===== src/rtl/irl_pkg.sv =====
package irl_pkg;
  localparam int unsigned LVL_W   = 4;
  localparam int unsigned MAX_SRC = (1 << LVL_W) - 1;
  typedef logic [LVL_W-1:0] lvl_t;
endpackage


===== src/rtl/irl_level_reg.sv =====
module irl_level_reg
  import irl_pkg::*;
(
  input  logic clk_i,
  input  logic rst_ni,
  input  lvl_t level_i,
  output lvl_t level_q_o,
  output logic change_o
);
  lvl_t level_q;
  logic chg_q;

  always_ff @(posedge clk_i or negedge rst_ni) begin
    if (!rst_ni) begin
      level_q <= '0;
      chg_q   <= 1'b0;
    end else begin
      level_q <= level_i;
      chg_q   <= (level_i != level_q);
    end
  end

  assign level_q_o = level_q;
  assign change_o  = chg_q;
endmodule


===== src/rtl/irl_index_dec.sv =====
module irl_index_dec
  import irl_pkg::*;
#(
  parameter int unsigned NUM_SRC = 15
) (
  input  lvl_t               level_i,
  output logic [NUM_SRC-1:0] sel_o
);
  lvl_t idx;
  assign idx = level_i ^ lvl_t'(MAX_SRC);

  // chain walk: slot k matches only inside the chain
  for (genvar k = 0; k < NUM_SRC; k++) begin : g_slot
    assign sel_o[k] = (idx == lvl_t'(k));
  end


  onehot_sel_chk: assert final ($onehot0(sel_o));
endmodule


===== src/rtl/irl_src_bank.sv =====
module irl_src_bank #(
  parameter int unsigned NUM_SRC = 15
) (
  input  logic               clk_i,
  input  logic               rst_ni,
  input  logic               upd_i,
  input  logic [NUM_SRC-1:0] sel_i,
  output logic [NUM_SRC-1:0] req_o,
  output logic [NUM_SRC-1:0] grant_o
);
  logic [NUM_SRC-1:0] req_q, done_q, grant_q;

  for (genvar i = 0; i < NUM_SRC; i++) begin : g_src
    always_ff @(posedge clk_i or negedge rst_ni) begin
      if (!rst_ni) begin
        req_q[i]   <= 1'b0;
        done_q[i]  <= 1'b0;
        grant_q[i] <= 1'b0;
      end else begin
        grant_q[i] <= 1'b0;
        if (upd_i) begin
          req_q[i] <= sel_i[i];
          if (sel_i[i] && !done_q[i]) begin
            grant_q[i] <= 1'b1;
            done_q[i]  <= 1'b1;
          end
        end
      end
    end
  end

  assign req_o   = req_q;
  assign grant_o = grant_q;


  req_onehot_chk: assert property (@(posedge clk_i) disable iff (!rst_ni)
    $onehot0(req_q));

  grant_onehot_chk: assert property (@(posedge clk_i) disable iff (!rst_ni)
    $onehot0(grant_q));

  grant_pulse_chk: assert property (@(posedge clk_i) disable iff (!rst_ni)
    (grant_q != '0) |=> (grant_q == '0) || !$stable(req_q) || $past(upd_i));

  grant_with_req_chk: assert property (@(posedge clk_i) disable iff (!rst_ni)
    (grant_q & ~req_q) == '0);

  no_regrant_chk: assert property (@(posedge clk_i) disable iff (!rst_ni)
    ((grant_q & $past(done_q)) == '0));

  hold_chk: assert property (@(posedge clk_i) disable iff (!rst_ni)
    !upd_i |=> $stable(req_q));
endmodule


===== src/rtl/irl_decoder.sv =====
module irl_decoder
  import irl_pkg::*;
#(
  parameter int unsigned NUM_SRC = 15
) (
  input  logic               clk_i,
  input  logic               rst_ni,
  input  logic [3:0]         level_i,
  output logic [NUM_SRC-1:0] src_req_o,
  output logic [NUM_SRC-1:0] grant_o
);
  lvl_t               level_q;
  logic               change;
  logic [NUM_SRC-1:0] sel;

  irl_level_reg u_level (
    .clk_i, .rst_ni, .level_i,
    .level_q_o(level_q), .change_o(change)
  );

  irl_index_dec #(.NUM_SRC(NUM_SRC)) u_dec (
    .level_i(level_q), .sel_o(sel)
  );

  // sel is combinational on level_q; the change flag lags by one cycle,
  // so level_q is stable when upd fires.
  irl_src_bank #(.NUM_SRC(NUM_SRC)) u_bank (
    .clk_i, .rst_ni, .upd_i(change), .sel_i(sel),
    .req_o(src_req_o), .grant_o(grant_o)
  );


  zero_release_chk: assert property (@(posedge clk_i) disable iff (!rst_ni)
    (change && level_q == '0) |=> (src_req_o == '0));
endmodule


===== config.mk =====
export PLATFORM = sky130hd
export DESIGN_NAME = irl_decoder
export DESIGN_NICKNAME = d
export VERILOG_FILES = /design/src/rtl/irl_pkg.sv /design/src/rtl/irl_level_reg.sv /design/src/rtl/irl_index_dec.sv /design/src/rtl/irl_src_bank.sv /design/src/rtl/irl_decoder.sv
export SDC_FILE = /design/constraint.sdc
export NUM_CORES = 1
export LEC_CHECK = 0
export ABC_AREA = 1
export BUFFER_PORTS_ARGS = -buffer_cell sky130_fd_sc_hd__buf_2
export CAP_MARGIN = 10
export CORE_MARGIN = 1.5
export CORE_UTILIZATION = 45
export DETAILED_ROUTE_END_ITERATION = 12
export PLACE_DENSITY = 0.67
export SYNTH_ARGS = -nofsm -noshare
export SYNTH_HDL_FRONTEND = slang
export SYNTH_HIERARCHICAL = 1
export SYNTH_SLANG_ARGS = --single-unit

===== constraint.sdc =====
create_clock -name clk_i -period 1.4 [get_ports clk_i]
set_clock_uncertainty 0.15 [all_clocks]
set_input_delay 0.14 -clock clk_i [delete_from_list [all_inputs] [get_ports clk_i]]
set_output_delay 0.14 -clock clk_i [all_outputs]
set_load 0.01 [all_outputs]

# Word-level counts from Yosys, hierarchy flattened
# Cells that the tools add are included.
[totals]
ff_bits = 50
latchBits = 0
ram_bits = 0
romBits = 0
in_bits = 6
out_inout_bits = 30
word_cells = 139
n_memories = 0
[classes]
addsub = 0
multipliers = 0
n_div = 0
n_lt_le_gt_ge = 0
n_eq_ne = 15
n_shift = 0
muxes = 30
bitwise = 1
n_reduce_logical = 46
[ops]
columns = ["cell", "count"]
rows = [
  ["$mux 1", 30],
  ["$reduce_and 2->1", 15],
  ["$eq 4x4->1 const B", 7],
  ["$eq 4x3->1 const B", 4],
  ["$logic_and 1x1->1", 15],
  ["$logic_not 1->1", 15],
  ["$eq 4x2->1 const B", 2],
  ["$eq 4x1->1 const B", 1],
  ["$logic_not 4->1", 1],
  ["$ne 4x4->1", 1],
  ["$not 4->4", 1],
]

# Depth between registers and ports, before layout
# Gate-level depths: netlist (run 1).
[logic_depth]
word_depth = 5
mapped_depth = 5

# By module
# The synthesis (run 1) kept the hierarchy.
[by_module_without_submodules]
columns = ["module", "n_inst", "cells_each", "area_each_um2", "seq_area_each_um2"]
rows = [
  ["irl_src_bank", 1, 139, 1612.8, 1126.1],
  ["irl_level_reg", 1, 28, 211.5, 125.1],
  ["irl_index_dec", 1, 27, 101.3, 0.0],
]

# Least setup slack after synthesis (run 1)
# OpenSTA, ideal clock, no wires.
[synth_path]
kind = "flip-flop to flip-flop"
from = "reg u_level.level_q[0] (netlist: u_level/level_q_o[0])"
to = "reg u_bank.grant_q[5] (netlist: u_bank/grant_o[5])"
arrival_ns = 0.855
required_ns = 1.181
slack_ns = 0.326
path_stages_with_launch = 6
n_path_buf = 0
synth_period_minus_slack_ns = 1.074
cell_sequence = "dfrtp_1 -> inv_1 -> nand2_1 -> nor2_1 -> nand2_4 -> nor2_2"
[synth_between]
elab_chain_cells = 5
[synth_lines]
columns = ["element", "line_no", "rtl"]
rows = [
  ["start, declared", "irl_level_reg.sv:10", "lvl_t level_q;"],
  ["start signal, assigned", "irl_level_reg.sv:18", "level_q <= level_i;"],
  ["$not 4->4 (no line)", "-", ""],
  ["$eq 4x3->1", "irl_index_dec.sv:14", "assign sel_o[k] = (idx == lvl_t'(k));"],
  ["via sel[5]", "irl_decoder.sv:14", "logic [NUM_SRC-1:0] sel;"],
  ["$logic_and 1x1->1", "irl_src_bank.sv:23", "if (sel_i[i] && !done_q[i]) begin"],
  ["$mux 1", "irl_src_bank.sv:23", ""],
  ["$mux 1", "irl_src_bank.sv:21", "if (upd_i) begin"],
  ["end signal, assigned by index", "irl_src_bank.sv:18", "grant_q[i] <= 1'b0;"],
  ["end signal, assigned by index", "irl_src_bank.sv:20", "grant_q[i] <= 1'b0;"],
  ["end signal, assigned by index", "irl_src_bank.sv:24", "grant_q[i] <= 1'b1;"],
  ["end, declared", "irl_src_bank.sv:11", "logic [NUM_SRC-1:0] req_q, done_q, grant_q;"],
]
# The timed path passes the listed nets, and every way through them passes these cells.
# A chain may end at the register's enable or synchronous reset.

# Final worst setup path (run 1)
# Ends and elaborated chain as after synthesis.

==> impl_metrics.tcl, run 1 <==
set metrics [dict create \
    dieWidth_um 68.4 \
    nets 247 \
    crit_fanout 5 \
    first_pass_iters 4 \
    cts_tree "yes" \
    drt_iter0_markers 66 \
    synth_top_area_cell "dfrtp_1" \
    slew_violations 0 \
    path_clk_slew_ns 0.08 \
    maxCapViolCount 0 \
    syn-num-nets 200 \
    end_kind "register" \
    dieArea_um2 4680 \
    synthXorXnorAreaFrac_pct 0 \
    fin_crit_ns 1.20 \
    ys.flop_type "dfrtp_1" \
    drt-total-wl_mm 2.93 \
    post-cts-setup-buffers 0 \
    synth_top_cells_by_count "70 x nand2_1, 50 x dfrtp_1, 27 x inv_1, 22 x nor2_1" \
    pwr_density_cell_nw_per_um2 1120 \
    cts_hold_buf 5 \
    clockRootBuffer "clkbuf_8" \
    pwr-share-seq_pct 59.8 \
    worstSetupStartpointType "register" \
    grt_start_max_net_pins 51 \
    yosysMostFrequentCell "nand2_1" \
    routed_via_density 4.25 \
    wl_per_cell_um 10.0 \
    synthAdderAreaFrac_pct 0 \
    rows 23 \
    max_freq_mhz 833 \
    ant_nets 0 \
    arrival_ns 1.28 \
    internal-power_mw 1.98 \
    synth-simple-area-share_pct 27.4 \
    avgSynthCellArea_um2 9.93 \
    finalWorstSetupSlack_ns 0.200 \
    final.fill_count 376 \
    dp_slack_ns 0.217 \
    peakVddDrop_mv 0.575 \
    grt_pass1_vias 1135 \
    status "finished clean" \
    synth_top_family_by_area "simple AND/OR/NAND/NOR gates" \
    htreeDepth 2 \
    p_clk_share_pct 32.2 \
    dp_hpwl_mm 2.11 \
    tightest_slew_ns 0.295 \
    reg2regPathDepth 5 \
    timing.rr.start "u_level/level_q_o[0]$_DFF_PN0_" \
    finalSetupViolCount 0 \
    synth_area_um2 1930 \
    r2r-end "u_bank/grant_o[5]$_DFF_PN0_" \
    final.setup.tns_ns 0 \
    grt_pass1_wl_mm 4.91 \
    clk_latency_ns 0.29 \
    synthMuxAreaShare_pct 0 \
    areaGrowthSynthToFinish_pct 19.3 \
    netSwitchingPower_mw 0.599 \
    cts_num_sinks 50 \
    routabilityCongestion 0.804 \
    numCtsBuffers 5 \
    hold_viol 0 \
    vias 1241 \
    relSlewSlack_pct 80.3 \
    ys_warn_count 6 \
    required_ns 1.48 \
    postSynth.asyncResetShare_pct 100 \
    io_pins 36 \
    fp.dieH_um 68.4 \
    hp-class "in -> async" \
    worst-r2r-setup-slack_ns 0.20 \
    io_buffers 35 \
    grt-ovfl-total 0 \
    synth-seq-area-share_pct 65.0 \
    path_class "reg -> reg" \
    ys_types 10 \
    synth_cells 194 \
    rsz0062_at_grt "false" \
    clk_path_buf_depth 2 \
    drc 0 \
    synth_compound_area_share_pct 0 \
    core_area_um2 4060 \
    p_comb_share_pct 8.0 \
    grt_antenna_before_repair 0 \
    synth_edf_count 0 \
    synth-seq-cells 50 \
    grt_usage_pct 14.9 \
    power_leakage_nw 1.35 \
    yosysTopAreaCellShare_pct 65.0 \
    hold_ws_ns 0.201 \
    start_util_pct 47.5 \
    power_mw 2.58 \
    diodes 0 \
    drive_above_1_share_pct 27.7 \
    switching_share_pct 23.3 \
    timing.final.crit_share_pct 85.7 \
    ctsResizeCount 0 \
    synth.area.top_cells "dfrtp_1 65%, nand2_1 14%, nand2_4 5.8%, inv_1 5.3%, nor2_1 4.3%" \
]
## flip-flops by register name (all words and copies together) (netlist names)
signal             cells
u_level/level_q_o      4
u_bank/grant_o        15
u_bank/req_o          15
u_level/change_o       1
u_bank/done_q         15
## routing by layer
| metal | global-route usage (%) | vias to the layer above | part of all wire [%] |
|---|---|---|---|
| li1 | - | 647 | - |
| met1 | 18.9 | 565 | 50 |
| met2 | 22.2 | 27 | 45 |
| met3 | 6.41 | 2 | 4.8 |
| met4 | 6.25 | 0 | 0.95 |
| met5 | 0 | - | 0 |
## per-stage QoR
step | std cells | instance area, µm² | utilization (%)
final | 292 | 2300 | 56.6
after detailed placement | 279 | 2160 | 53.1
after floorplan | 194 | 1930 | -
after global routing | 292 | 2300 | 56.6
after CTS | 292 | 2300 | 56.6
after global placement | 279 | 2160 | 53.1
## kinds of logic after synthesis
family	count (synthesis)
flops	50
buf+inv	31
simple gates	113
## how the worst max path moves through the flow
stage / from / slack, ns / cells past startpoint / to
5_1_grt: u_level/level_q_o[0]$_DFF_PN0_ / 0.09 / 5 / u_bank/grant_o[5]$_DFF_PN0_
6_report: u_level/level_q_o[0]$_DFF_PN0_ / 0.20 / 5 / u_bank/grant_o[5]$_DFF_PN0_
2_1_floorplan: u_level/level_q_o[0]$_DFF_PN0_ / 0.33 / 5 / u_bank/grant_o[5]$_DFF_PN0_
3_3_place_gp: u_level/level_q_o[0]$_DFF_PN0_ / 0.21 / 5 / u_bank/grant_o[5]$_DFF_PN0_
4_1_cts: u_level/level_q_o[0]$_DFF_PN0_ / 0.19 / 5 / u_bank/grant_o[5]$_DFF_PN0_
3_5_place_dp: u_level/level_q_o[0]$_DFF_PN0_ / 0.22 / 5 / u_bank/grant_o[5]$_DFF_PN0_
## power groups by stage
stage	Clock (mW)	Combinational (mW)	Sequential [mW]
2_1_floorplan	0	0.119	1.57
3_3_place_gp	0	0.198	1.57
3_5_place_dp	0	0.201	1.57
4_1_cts	0.863	0.212	1.54
5_1_grt	0.919	0.239	1.55
6_report	0.829	0.207	1.54
## placed cells by master, fill, tap and decap left out, types with 2 or more instances in the layout
cell type	netlist	final
buf_2	0	35
buf_4	0	2
clkbuf_8	0	6
dfrtp_1	50	50
dlygate4sd3_1	0	5
inv_1	27	27
nand2_1	70	70
nand2_4	10	10
nor2_1	22	22
nor2_2	10	10
## layout make-up
cell class	instances	area (µm²)	area share [%]
flip-flops and latches	50	1250	54.5
multi-input cells	113	527	22.9
repair buffers	43	260	11.3
inverters	28	105	4.58
clock buffers	7	86.3	3.76
well taps	50	62.6	2.72
clock inverters	1	5.00	0.218
## critical path: stages (launching register included)
cell,delay (ns)
dfrtp_1,0.43
inv_1,0.08
nand2_1,0.11
nor2_1,0.22
nand2_4,0.08
nor2_2,0.07
Note: power is estimated with default switching activity, not from simulation.
==> inputs of run 2 (changes only) <==
--- a/config.mk
+++ b/config.mk
@@ -11,7 +11,7 @@
 export CORE_MARGIN = 1.5
 export CORE_UTILIZATION = 45
 export DETAILED_ROUTE_END_ITERATION = 12
-export PLACE_DENSITY = 0.67
+export PLACE_DENSITY = 0.78
 export SYNTH_ARGS = -nofsm -noshare
 export SYNTH_HDL_FRONTEND = slang
 export SYNTH_HIERARCHICAL = 1
==> run 2 against run 1 <==
Critical path depth is the same. Die area is the same. Largest cell class unchanged. Register-to-register slack gained 0.02 ns. Maximum frequency grew 1.6%. Wire length grew 3.9%. Non-clock buffer count grew 2. Global-route usage grew 0.58 points. Clock-buffer cell count shrank 2.
==> impl_metrics.tcl, run 2 (synthesis gave the netlist of run 1 again) <==
set metrics [dict create \
    slew_violations 0 \
    netSwitchingPower_mw 0.656 \
    arrival_ns 1.28 \
    pwr_density_cell_nw_per_um2 1190 \
    ctsResizeCount 0 \
    routed_via_density 4.41 \
    worst-r2r-setup-slack_ns 0.22 \
    dieWidth_um 68.4 \
    vias 1297 \
    rsz0062_at_grt "false" \
    io_buffers 35 \
    core_area_um2 4060 \
    crit_start "u_level/level_q_o[1]$_DFF_PN0_" \
    areaGrowthSynthToFinish_pct 20.7 \
    hp-class "in -> async" \
    htreeDepth 2 \
    grt_usage_pct 15.5 \
    switching_share_pct 23.6 \
    cts_num_sinks 50 \
    clockRootBuffer "clkbuf_8" \
    drt_iter0_markers 60 \
    diodes 0 \
    tightest_slew_ns 0.335 \
    p_clk_share_pct 37.0 \
    crit_fanout 5 \
    grt-ovfl-total 0 \
    peakVddDrop_mv 0.895 \
    first_pass_iters 5 \
    ant_nets 0 \
    dp_hpwl_mm 2.18 \
    start_util_pct 47.5 \
    clk_path_buf_depth 2 \
    layout_commonest_cell "nand2_1" \
    hold_viol 0 \
    drt-total-wl_mm 3.05 \
    max_freq_mhz 847 \
    path_clk_slew_ns 0.10 \
    path_class "reg -> reg" \
    cts_tree "yes" \
    routabilityCongestion 0.818 \
    worstSetupStartpointType "register" \
    grt_pass1_wl_mm 5.19 \
    wl_per_cell_um 10.4 \
    p_comb_share_pct 7.4 \
    internal-power_mw 2.12 \
    relSlewSlack_pct 77.7 \
    grt_pass1_vias 1199 \
    power_mw 2.77 \
    numCtsBuffers 5 \
    pwr-share-seq_pct 55.6 \
    clk_latency_ns 0.30 \
    nets 249 \
    maxCapViolCount 0 \
    grt_antenna_before_repair 0 \
    most-common-layout-cells "70 x nand2_1, 50 x dfrtp_1, 35 x buf_2" \
    final.setup.tns_ns 0 \
    drive_above_1_share_pct 28.7 \
    end_kind "register" \
    grt_start_max_net_pins 18 \
    power_leakage_nw 1.36 \
    dieArea_um2 4680 \
    fp.dieH_um 68.4 \
    drc 0 \
    rows 23 \
    finalSetupViolCount 0 \
    status "finished clean" \
    timing.final.crit_share_pct 84.4 \
    timing.rr.start "u_level/level_q_o[1]$_DFF_PN0_" \
    io_pins 36 \
    required_ns 1.49 \
    fin_crit_ns 1.18 \
]
-- run 2: changes by cell type in the layout (fill, tap and decap cells not counted), sizes merged --
cell    previous run  this run
inv               28        29
bufinv             0         1
buf               38        40
clkbuf             7         5
-- run 2: worst max-delay path: stages, from the launching register on --
cell	delay, ns
dfrtp_1	0.42
inv_1	0.08
nand2_1	0.11
nor2_1	0.21
nand2_4	0.08
nor2_2	0.07
-- run 2: layout make-up --
| type | instances | area [µm²] |
|---|---|---|
| sequential | 50 | 1250 |
| clock inverter | 3 | 47.5 |
| clock buffer | 5 | 68.8 |
| multi-input combinational | 113 | 527 |
| tap | 50 | 62.6 |
| inverter | 28 | 105 |
| timing repair buffer | 45 | 263 |
| fill | 352 | 1730 |
-- run 2: final timing paths --
| kind | endpoint | depth (start not counted) |
|---|---|---|
| min in group clk_i | u_bank/grant_o[12]$_DFF_PN0_ | 1 |
| setup / recovery | u_bank/grant_o[6]$_DFF_PN0_ | 5 |
| hold / removal | u_bank/done_q[9]$_DFFE_PN0P_ | 2 |
| setup reg to reg | u_bank/grant_o[6]$_DFF_PN0_ | 5 |
| max in group asynchronous | u_bank/grant_o[12]$_DFF_PN0_ | 3 |
| hold reg to reg | u_bank/grant_o[12]$_DFF_PN0_ | 1 |
-- run 2: what timing repair did --
action                    CTS  global route
hold buffers                5             0
hold endpoints to repair   55             0
buffers inserted            0             0
-- run 2: power by group through the flow --
stage	registers, mW	clock network (mW)	logic (mW)
floorplan	1.57	0	0.119
global placement	1.57	0	0.194
detailed placement	1.57	0	0.199
CTS	1.54	1.05	0.211
global route	1.55	1.11	0.240
finish	1.54	1.03	0.206
-- run 2: per-stage QoR --
| stage | instances | area, µm² | setup slack [ns] | util, % | hold WS [ns] |
|---|---|---|---|---|---|
| after CTS | 294 | 2320 | 0.206 | 57.3 | 0.102 |
| after global placement | 281 | 2160 | 0.240 | 53.2 | -0.0994 |
| after floorplan | 194 | 1930 | 0.326 | - | -0.306 |
| final | 294 | 2320 | 0.219 | 57.3 | 0.109 |
| after detailed placement | 281 | 2160 | 0.220 | 53.2 | -0.0924 |
| after global routing | 294 | 2320 | 0.0931 | 57.3 | 0.139 |
-- run 2: layer usage --
layer  vias to the layer above  global-route usage (%)  routed length [µm]
met2                        35                    23.2                1380
met1                       601                    20.5                1430
met3                         8                    3.95                 164
met4                         0                    8.25                  69
met5                         -                       0                   0
li1                        653                       -                   -
